### src/rtl/dma_irq_pkg.sv
package dma_irq_pkg;
  localparam int GRP_W        = 4;
  localparam int GRP_PER_WORD = 8;
  localparam int WORD_W       = 32;
  localparam int MAX_WORDS    = 2;
  localparam int PKG_DONE_BIT = 1;

  localparam logic [7:0] OFF_EN0 = 8'h00;
  localparam logic [7:0] OFF_EN1 = 8'h04;
  localparam logic [7:0] OFF_PD0 = 8'h10;
  localparam logic [7:0] OFF_PD1 = 8'h14;

  // mask of the bits owned by the first `groups` channel groups of a word
  function automatic logic [WORD_W-1:0] live_mask(input int groups);
    logic [WORD_W-1:0] m;
    m = '0;
    for (int g = 0; g < GRP_PER_WORD; g++)
      if (g < groups) m[g*GRP_W +: GRP_W] = '1;
    return m;
  endfunction

  function automatic int word_groups(input int num_ch, input int w);
    int r;
    r = num_ch - w * GRP_PER_WORD;
    if (r < 0) r = 0;
    if (r > GRP_PER_WORD) r = GRP_PER_WORD;
    return r;
  endfunction
endpackage

### src/rtl/dma_irq_word.sv
module dma_irq_word
  import dma_irq_pkg::*;
#(
  parameter int GROUPS = 8
) (
  input  logic              clk_i,
  input  logic              rst_ni,
  input  logic              en_we_i,
  input  logic              pd_we_i,
  input  logic [WORD_W-1:0] wdata_i,
  input  logic [WORD_W-1:0] evt_i,
  output logic [WORD_W-1:0] en_o,
  output logic [WORD_W-1:0] pd_o,
  output logic              hit_o
);
  localparam logic [WORD_W-1:0] LIVE = live_mask(GROUPS);

  logic [WORD_W-1:0] en_q, pd_q, clr, pd_d;

  assign clr  = pd_we_i ? wdata_i : '0;
  // set after clear: a same-cycle event survives the clear
  assign pd_d = ((pd_q & ~clr) | evt_i) & LIVE;

  always_ff @(posedge clk_i or negedge rst_ni) begin
    if (!rst_ni) begin
      en_q <= '0;
      pd_q <= '0;
    end else begin
      if (en_we_i) en_q <= wdata_i & LIVE;
      pd_q <= pd_d;
    end
  end

  assign en_o  = en_q;
  assign pd_o  = pd_q;
  assign hit_o = |(en_q & pd_q);
endmodule

### src/rtl/dma_irq_rd_mux.sv
module dma_irq_rd_mux
  import dma_irq_pkg::*;
#(
  parameter int ADDR_W = 8
) (
  input  logic                             clk_i,
  input  logic                             rst_ni,
  input  logic                             rd_i,
  input  logic [ADDR_W-1:0]                addr_i,
  input  logic [MAX_WORDS-1:0][WORD_W-1:0] en_all_i,
  input  logic [MAX_WORDS-1:0][WORD_W-1:0] pd_all_i,
  output logic [WORD_W-1:0]                rdata_o
);
  logic [WORD_W-1:0] rd_d;

  always_comb begin
    rd_d = '0;
    if      (addr_i == ADDR_W'(OFF_EN0)) rd_d = en_all_i[0];
    else if (addr_i == ADDR_W'(OFF_EN1)) rd_d = en_all_i[1];
    else if (addr_i == ADDR_W'(OFF_PD0)) rd_d = pd_all_i[0];
    else if (addr_i == ADDR_W'(OFF_PD1)) rd_d = pd_all_i[1];
  end

  always_ff @(posedge clk_i or negedge rst_ni) begin
    if (!rst_ni)   rdata_o <= '0;
    else if (rd_i) rdata_o <= rd_d;
  end
endmodule

### src/rtl/dma_irq_bank.sv
module dma_irq_bank
  import dma_irq_pkg::*;
#(
  parameter int NUM_CH = 12,
  parameter int ADDR_W = 8
) (
  input  logic                    clk_i,
  input  logic                    rst_ni,
  input  logic                    req_i,
  input  logic                    we_i,
  input  logic [ADDR_W-1:0]       addr_i,
  input  logic [WORD_W-1:0]       wdata_i,
  input  logic [NUM_CH*GRP_W-1:0] evt_i,
  output logic [WORD_W-1:0]       rdata_o,
  output logic                    irq_o
);
  localparam int EVT_W = NUM_CH * GRP_W;
  localparam int PAD_W = MAX_WORDS * WORD_W;

  logic [PAD_W-1:0]                 evt_pad;
  logic [MAX_WORDS-1:0][WORD_W-1:0] en_all, pd_all;
  logic [MAX_WORDS-1:0]             hit;
  logic                             wr;

  always_comb begin
    evt_pad = '0;
    evt_pad[EVT_W-1:0] = evt_i;
  end

  assign wr = req_i & we_i;

  for (genvar w = 0; w < MAX_WORDS; w++) begin : g_word
    localparam int GROUPS = word_groups(NUM_CH, w);
    localparam logic [7:0] EN_OFF = (w == 0) ? OFF_EN0 : OFF_EN1;
    localparam logic [7:0] PD_OFF = (w == 0) ? OFF_PD0 : OFF_PD1;
    if (GROUPS > 0) begin : g_live
      dma_irq_word #(.GROUPS(GROUPS)) word_i (
        .clk_i   (clk_i),
        .rst_ni  (rst_ni),
        .en_we_i (wr && addr_i == ADDR_W'(EN_OFF)),
        .pd_we_i (wr && addr_i == ADDR_W'(PD_OFF)),
        .wdata_i (wdata_i),
        .evt_i   (evt_pad[w*WORD_W +: WORD_W]),
        .en_o    (en_all[w]),
        .pd_o    (pd_all[w]),
        .hit_o   (hit[w])
      );
    end else begin : g_dead
      assign en_all[w] = '0;
      assign pd_all[w] = '0;
      assign hit[w]    = 1'b0;
    end
  end

  dma_irq_rd_mux #(.ADDR_W(ADDR_W)) rd_i (
    .clk_i    (clk_i),
    .rst_ni   (rst_ni),
    .rd_i     (req_i & ~we_i),
    .addr_i   (addr_i),
    .en_all_i (en_all),
    .pd_all_i (pd_all),
    .rdata_o  (rdata_o)
  );

  always_ff @(posedge clk_i or negedge rst_ni) begin
    if (!rst_ni) irq_o <= 1'b0;
    else         irq_o <= |hit;
  end
endmodule

### config.mk
export PLATFORM = sky130hd
export DESIGN_NAME = dma_irq_bank
export DESIGN_NICKNAME = d
export VERILOG_FILES = /design/src/rtl/dma_irq_pkg.sv /design/src/rtl/dma_irq_word.sv /design/src/rtl/dma_irq_rd_mux.sv /design/src/rtl/dma_irq_bank.sv
export SDC_FILE = /design/constraint.sdc
export NUM_CORES = 1
export LEC_CHECK = 0
export CORE_MARGIN = 8
export CORE_UTILIZATION = 35
export CTS_CLUSTER_SIZE = 25
export DETAILED_ROUTE_END_ITERATION = 10
export GPL_ROUTABILITY_DRIVEN = 0
export PLACE_DENSITY = 0.66
export SYNTH_ARGS = -nofsm -noshare
export SYNTH_HDL_FRONTEND = slang
export SYNTH_SLANG_ARGS = --single-unit
### constraint.sdc
create_clock -name clk_i -period 1.4 [get_ports clk_i]
set_input_delay 0.14 -clock clk_i [delete_from_list [all_inputs] [get_ports clk_i]]
set_output_delay 0.14 -clock clk_i [all_outputs]
set_load 0.02 [all_outputs]
* Word-level counts from Yosys, hierarchy flattened
Index checks and enable logic that the tools add are counted.
** Storage, ports and cells
- Bits in registers :: 129
- Input port bits :: 92
- Output and inout port bits :: 33
- Logic and storage cells :: 32
** Cells by class
- Equality and inequality tests :: 3
- Multiplexer cells :: 6
- Bitwise logic cells :: 11
- Reductions and logical operators :: 6
** Operators with widths (number)
- $mux 32 :: 4
- $and 32x32->32 :: 2
- $reduce_or 64->1 :: 1
- $and 16x16->16 :: 2
- $mux 16 :: 2
- $not 32->32 :: 1
- $or 32x32->32 :: 1
- $eq 8x5->1 const B :: 2
- $not 16->16 :: 1
- $or 16x16->16 :: 1
- $eq 8x3->1 const B :: 1
- $logic_not 8->1 :: 1
- $logic_and 1x1->1 :: 4
- $and 1x1->1 :: 2
- $not 1->1 :: 1

* Longest topological paths before layout
Gate-level depths: netlist of run 1.
- Depth after elaboration :: 6
- Mapped depth :: 6
- Mapped depth without buffers :: 4

* Hierarchy
A second synthesis of run 1 with hierarchy kept.
** Second synthesis, totals
- Cells, all modules :: 577
- Area total of the unflattened synthesis :: 6850.3 um^2
** By module, submodules not included
- dma_irq_rd_mux :: times used 1, cells an instance 251, area an instance 2658.8 um^2, seq. area each 800.8 um^2
- dma_irq_word at g_word[0].g_live.word_i :: times used 1, cells an instance 188, area an instance 2514.9 um^2, seq. area each 1601.5 um^2
- dma_irq_word at g_word[1].g_live.word_i :: times used 1, cells an instance 126, area an instance 1562.7 um^2, seq. area each 800.8 um^2
- dma_irq_bank :: times used 1, cells an instance 12, area an instance 113.9 um^2, seq. area each 25.0 um^2

* Worst setup path before layout of run 1
Ideal clock, no wire load.
- Path type :: in2reg
- Start point :: input port addr_i[1]
- End point :: register g_word[1].g_live.word_i.en_q[10]
- Library setup time :: 0.125 ns
- Arrival time :: 2.004 ns
- Data required time :: 1.275 ns
- Slack :: -0.729 ns
- Cell stages on the path :: 6
- Path buffers :: 2
- Cell sequence :: or4_4 -> or3_1 -> or3b_1 -> buf_6 -> buf_6 -> mux2_4
** On the way
- Cells in the longest elaborated chain, start to end :: 2
** Ends and longest elaborated chain
- start: declaration :: RTL line dma_irq_bank.sv:11 : input logic [ADDR_W-1:0] addr_i,
- $eq 8x3->1 :: RTL line dma_irq_bank.sv:40 : .en_we_i (wr && addr_i == ADDR_W'(EN_OFF)),
- $logic_and 1x1->1 :: RTL line dma_irq_bank.sv:40
- end signal: assignment :: RTL line dma_irq_word.sv:29 : if (en_we_i) en_q <= wdata_i & LIVE;
- end: declaration :: RTL line dma_irq_word.sv:18 : logic [WORD_W-1:0] en_q, pd_q, clr, pd_d;
No other way between the ends.
A chain may end at the register's enable or synchronous reset.

* Worst setup path in the final report of run 1
- Start point :: input port addr_i[7]
- End point :: register g_word[1].g_live.word_i.en_q[13]
Same word-level chain as after synthesis.

==> results of run 1 <==
==> stage by stage <==
| step | hold WS [ps] | instances | util | cell area (µm²) |
|---|---|---|---|---|
| 6_report | 169 | 882 | 0.578 | 9090 |
| 5_1_grt | 180 | 882 | 0.578 | 9090 |
| 4_1_cts | 169 | 884 | 0.571 | 8980 |
| 3_5_place_dp | 52.9 | 830 | 0.499 | 7840 |
| 3_3_place_gp | 57.1 | 830 | 0.499 | 7840 |
| 2_1_floorplan | -156 | 418 | - | 5660 |
==> worst register-to-register path, stage by stage (launching register included) <==
cell,delay [ps]
dfrtp_1,390
a22o_1,290
a221oi_2,240
nand3_1,180
or4_1,500
==> power breakdown <==
part           total, mW  switching (mW)  internal [mW]
sequential          3.83          0.0417           3.79
combinational      0.882           0.386          0.495
clock               4.41            1.62           2.79
==> layout make-up <==
class / count / area [µm²] / share of cell area
clock buffers: 22 / 484 / 0.0533
repair buffers: 238 / 2360 / 0.260
multi-input cells: 267 / 2640 / 0.290
clock inverters: 10 / 108 / 0.0118
well taps: 216 / 270 / 0.0297
flip-flops and latches: 129 / 3230 / 0.355
==> cells by family after synthesis <==
group | synth area share
buf+inv | 0.0184
simple gates | 0.0648
flops | 0.579
mux | 0.197
compound gates | 0.141
==> layer usage <==
layer  vias to the layer above  part of all wire  track usage
li1                       2030                 -            -
met1                      2301              0.39        0.218
met2                       150              0.52        0.330
met3                        36             0.062       0.0577
met4                         2             0.029       0.0718
met5                         -           0.00070            0
==> how the worst min path moves through the flow <==
stage           start                               to  slack (ps)  cells past startpoint
6_report       rst_ni                  rd_i.rdata_o[4]         170                      2
5_1_grt        rst_ni                  rd_i.rdata_o[3]         180                      2
4_1_cts        rst_ni                  rd_i.rdata_o[4]         170                      2
3_5_place_dp   rst_ni  g_word[0].g_live.word_i.en_o[4]          50                      1
3_3_place_gp   rst_ni  g_word[1].g_live.word_i.pd_o[4]          60                      1
2_1_floorplan  rst_ni  g_word[0].g_live.word_i.en_o[0]        -160                      0
==> cells in the mapped netlist <==
cell | instances | area share
dfrtp_1 | 129 | 0.58
or3b_1 | 1 | 0.0016
buf_6 | 2 | 0.0040
nand2b_1 | 2 | 0.0022
o21ai_0 | 16 | 0.014
mux2_4 | 10 | 0.027
or4_1 | 1 | 0.0013
mux2_1 | 2 | 0.0040
nor2_1 | 1 | 0.00067
or2_2 | 2 | 0.0022
buf_2 | 4 | 0.0036
nand4_1 | 2 | 0.0022
mux2i_1 | 16 | 0.029
buf_1 | 2 | 0.0013
nand3_1 | 2 | 0.0018
or3_1 | 2 | 0.0022
nor3_2 | 1 | 0.0018
a22oi_1 | 4 | 0.0054
a22o_1 | 26 | 0.041
nand2_1 | 66 | 0.044
clkbuf_1 | 14 | 0.0094
mux2_2 | 36 | 0.073
a221oi_1 | 10 | 0.016
or4_4 | 1 | 0.0020
a21o_1 | 48 | 0.065
mux4_2 | 16 | 0.065
nor4_1 | 2 | 0.0022
==> registers in the layout, indices dropped and copies added (netlist names) <==
register and cells:
g_word.g_live.word_i.en_o 48, rd_i.rdata_o 32, irq_o 1, g_word.g_live.word_i.pd_o 48
==> timing repair <==
item	in CTS	in global routing
gates resized for setup	137	56
pin swaps	23	64
endpoints found under the setup margin	162	129
cloned	7	1
buffers inserted	14	5
hold endpoints to repair	129	0
hold buffers	1	0
==> impl_metrics.py, run 1 <==
metrics = {
    "worst_setup_path": {
        "cpMaxStageDelayCell": "or4_4",
        "crit_required_ps": 1700,
        "cp-endpoint": "g_word[1].g_live.word_i.en_o[13]",
        "endpoint_kind": "flop",
        "rr_worst_depth": 4,
        "reg2reg_slack_ps": -320,
        "r2r-start": "g_word[0].g_live.word_i.en_o[24]",
        "path_cells": "buf_6 > or4_4 > or3_4 > or3b_4 > buf_8 > mux2_4",
        "critical_path.max_stage_delay_ps": 530,
        "critical_path_class": "primary input to flop",
        "rr_endpoint": "irq_o",
        "crit_path_start_kind": "primary input",
        "crit_arrival_ps": 2070,
        "path_depth": 6,
        "crit_start": "addr_i[7]",
        "crit_buf_inv": 2,
        "crit_path_max_fanout": 8,
        "critPathTopFamily": "simple AND/OR/NAND/NOR gates",
    },
    "clock_tree": {
        "clk_latency_ps": 420,
        "h-tree-depth": 4,
        "ctsRootBufferMaster": "clkbuf_16",
        "cts_buffer_depth": 2,
        "cts-buffers-inserted": 17,
        "cts.sinks": 129,
        "cts_tree": "built",
        "clk_pin_slew_worst_paths_ps": 60,
    },
    "sta": {
        "max_freq_ghz": 0.564,
        "period_needed_ps": 1770,
        "slew_viol_final": 0,
        "fin_skew_ps": 6.01,
        "maxSlewHeadroom": 0.783,
        "finalSetupViolCount": 129,
        "period_share": 1.27,
        "finalSetupTns_ps": -23680,
        "tightest_slew_ps": 327,
        "hold_violations": 0,
        "fin_ws_ps": -374,
        "grt_setup_unrepaired": "yes",
    },
    "routing": {
        "vias_per_cell": 5.12,
        "drt-total-wl_um": 18600,
        "ant_nets": 0,
        "drt_iter0_drc": 248,
        "vias": 4519,
        "drc": 0,
        "firstDrtPassIters": 4,
        "post_drt_wl_per_cell_um": 21.0,
    },
    "logic_synthesis": {
        "synthCells": 418,
        "syn-mean-instance-area_um2": 13.3,
        "synth_nets": 510,
        "synth_area_um2": 5580,
        "ys_seq_area_frac": 0.579,
        "yosysUniqueCellTypes": 27,
        "yosys_warnings": 0,
        "synth_seq_cells": 129,
    },
    "final_layout": {
        "drive_gt1_frac": 0.414,
        "final_common_cell": "dfrtp_1",
        "nNetsFinal": 745,
        "antenna_cells": 0,
        "area_delta_synth_final_pct": 63.0,
        "most-common-layout-cells": "dfrtp_1, clkdlybuf4s50_1, buf_4",
        "nFillCells": 1230,
    },
    "placed_design": {
        "port_buffers": 124,
        "dp_hpwl_um": 12500,
        "post-place-ws_ps": -1110,
    },
    "floorplanning": {
        "coreArea_um2": 15700,
        "initial_core_util": 0.355,
        "fp-row-count": 46,
        "die_y_um": 142,
        "dieArea_um2": 20200,
        "io_pins": 125,
        "fp.dieW_um": 142,
    },
    "run_status": {
        "status": "finished, violations left",
        "failed_checks": "setup timing",
    },
    "global_route": {
        "grt_max_degree": 42,
        "antenna_found_initial": 1,
        "grt_pass1_vias": 5157,
        "grt_remaining_overflow": 0,
        "grt_use_total": 0.191,
        "grt_pass1_wl_um": 29200,
    },
    "min_path": {
        "hold_path.class": "primary input to async pin",
    },
    "flow_run": {
        "maxCapViolations": 0,
    },
    "power": {
        "leakagePower_nw": 4.07,
        "vdd_ir_drop_max_uv": 881,
        "totalPowerFinal_mw": 9.12,
        "p_per_area_nw_per_um2": 1000,
    },
}
Note: power is estimated with default switching activity, not from simulation.
==> run 2: changes to the inputs <==
- SETUP_SLACK_MARGIN: not set -> 0.2
==> run 2 against run 1 <==
Effect of this change:
- the flow still finishes with violations (setup timing)
- wire length is 4.5% lower
- critical path type unchanged
- power is 0.39% higher
- fmax is 1.7% lower
- cell area is 3.4% lower
- global-route usage is 0.84 points lower
- combinational power hardly changed
- cell count is 0.79% higher
- critical endpoint is now g_word[0].g_live.word_i.en_o[0]
==> impl_metrics.py, run 2 (synthesized netlist as in run 1, its figures left out) <==
metrics = {
    "clock_tree": {
        "clk_pin_slew_worst_paths_ps": 50,
        "clk_latency_ps": 420,
        "cts_tree": "built",
        "ctsRootBufferMaster": "clkbuf_16",
        "cts_buffer_depth": 2,
        "cts.sinks": 129,
        "cts-buffers-inserted": 17,
        "h-tree-depth": 4,
    },
    "sta": {
        "period_needed_ps": 1800,
        "whs_ps": 229,
        "period_share": 1.29,
        "fin_ws_ps": -404,
        "slew_viol_final": 0,
        "fin_skew_ps": 6.21,
        "maxSlewHeadroom": 0.717,
        "finalSetupTns_ps": -37770,
        "grt_setup_unrepaired": "yes",
        "hold_violations": 0,
        "finalSetupViolCount": 129,
        "max_freq_ghz": 0.554,
        "tightest_slew_ps": 424,
    },
    "worst_setup_path": {
        "cpMaxStageDelayCell": "or4_4",
        "crit_arrival_ps": 2100,
        "critical_path.max_stage_delay_ps": 540,
        "endpoint_kind": "flop",
        "crit_path_start_kind": "primary input",
        "critPathMostFrequentCell": "buf_6",
        "crit_required_ps": 1700,
        "path_cells": "buf_6 > or4_4 > or3_4 > buf_6 > nor3_4 > buf_6 > mux2_2",
        "crit_path_max_fanout": 11,
        "critical_path_class": "primary input to flop",
    },
    "final_layout": {
        "nNetsFinal": 753,
        "finalNonFillerCells": 889,
        "drive_gt1_frac": 0.428,
        "most-common-layout-cells": "dfrtp_1, buf_4, clkdlybuf4s50_1",
        "antenna_cells": 0,
        "final_common_cell": "dfrtp_1",
        "area_delta_synth_final_pct": 57.4,
        "final_area_um2": 8780,
    },
    "routing": {
        "vias_per_cell": 5.00,
        "firstDrtPassIters": 4,
        "drc": 0,
        "drt-total-wl_um": 17700,
        "post_drt_wl_per_cell_um": 19.9,
        "vias": 4442,
        "ant_nets": 0,
        "drt_iter0_drc": 281,
    },
    "floorplanning": {
        "io_pins": 125,
        "die_y_um": 142,
        "dieArea_um2": 20200,
        "fp-row-count": 46,
        "initial_core_util": 0.355,
        "fp.dieW_um": 142,
        "coreArea_um2": 15700,
    },
    "run_status": {
        "status": "finished, violations left",
        "failed_checks": "setup timing",
    },
    "placed_design": {
        "post-place-ws_ps": -1110,
        "port_buffers": 124,
        "dp_hpwl_um": 12600,
        "dpl-instance-area_um2": 7940,
        "dpl.cell_count": 846,
    },
    "flow_run": {
        "maxCapViolations": 0,
    },
    "global_route": {
        "grt_use_total": 0.182,
        "grt_pass1_wl_um": 27900,
        "grt_remaining_overflow": 0,
        "antenna_found_initial": 0,
        "grt_max_degree": 79,
        "grt_pass1_vias": 5134,
    },
    "min_path": {
        "hold_path.class": "primary input to flop",
    },
    "power": {
        "leakagePower_nw": 3.90,
        "vdd_ir_drop_max_uv": 998,
        "p_per_area_nw_per_um2": 1040,
    },
}
-- run 2: where the power goes --
part           switching (mW)  internal [mW]
Sequential             0.0347           3.79
Clock                    1.62           2.84
Combinational           0.383          0.498
Total                    2.03           7.12
-- run 2: stage by stage --
stage | util | power, mW
after floorplan | - | 4.15
after global placement | 0.505 | 4.73
after detailed placement | 0.505 | 4.74
after CTS | 0.550 | 9.23
after global routing | 0.559 | 9.46
final | 0.559 | 9.15
-- run 2: worst paths after layout --
path | cells past startpoint | endpoint | slack, ps | start
min in group asynchronous | 3 | g_word[0].g_live.word_i.pd_o[27] | 260 | rst_ni
worst min register to register | 2 | rd_i.rdata_o[28] | 480 | rd_i.rdata_o[28]
worst max-delay path | 7 | g_word[0].g_live.word_i.en_o[0] | -400 | addr_i[6]
max in group asynchronous | 3 | g_word[1].g_live.word_i.en_o[10] | 750 | rst_ni
worst min-delay path | 3 | rd_i.rdata_o[29] | 230 | addr_i[4]
worst max register to register | 4 | irq_o | -330 | g_word[0].g_live.word_i.en_o[11]
-- run 2: final cells by class --
cell class / instances / area, µm²
tap: 216 / 270
multi-input combinational: 267 / 2480
sequential: 129 / 3230
clock inverter: 9 / 105
timing repair buffer: 246 / 2210
fill: 1276 / 6930
clock buffer: 22 / 494
-- run 2: what timing repair did --
action | CTS | global route
cloned | 3 | 0
hold buffers | 1 | 0
gates resized for setup | 197 | 30
setup buffers | 6 | 2
endpoints found under the setup margin | 162 | 130
endpoints found under the hold margin | 129 | 0
pin swaps | 16 | 14
-- run 2: critical path, delay by kind of cell --
kind,cells,cell delay [ps]
buffers and inverters,3,450
AND/OR/NAND/NOR,3,1160
multiplexers,1,350
-- run 2: per-layer routing --
| layer | up-vias | share of wire | wire, µm | global-route usage |
|---|---|---|---|---|
| met5 | - | 0 | 0 | 0 |
| met4 | 0 | 0.026 | 461 | 0.0814 |
| met3 | 32 | 0.051 | 897 | 0.0433 |
| met2 | 122 | 0.52 | 9250 | 0.314 |
| met1 | 2247 | 0.40 | 7120 | 0.212 |
| li1 | 2041 | - | - | - |
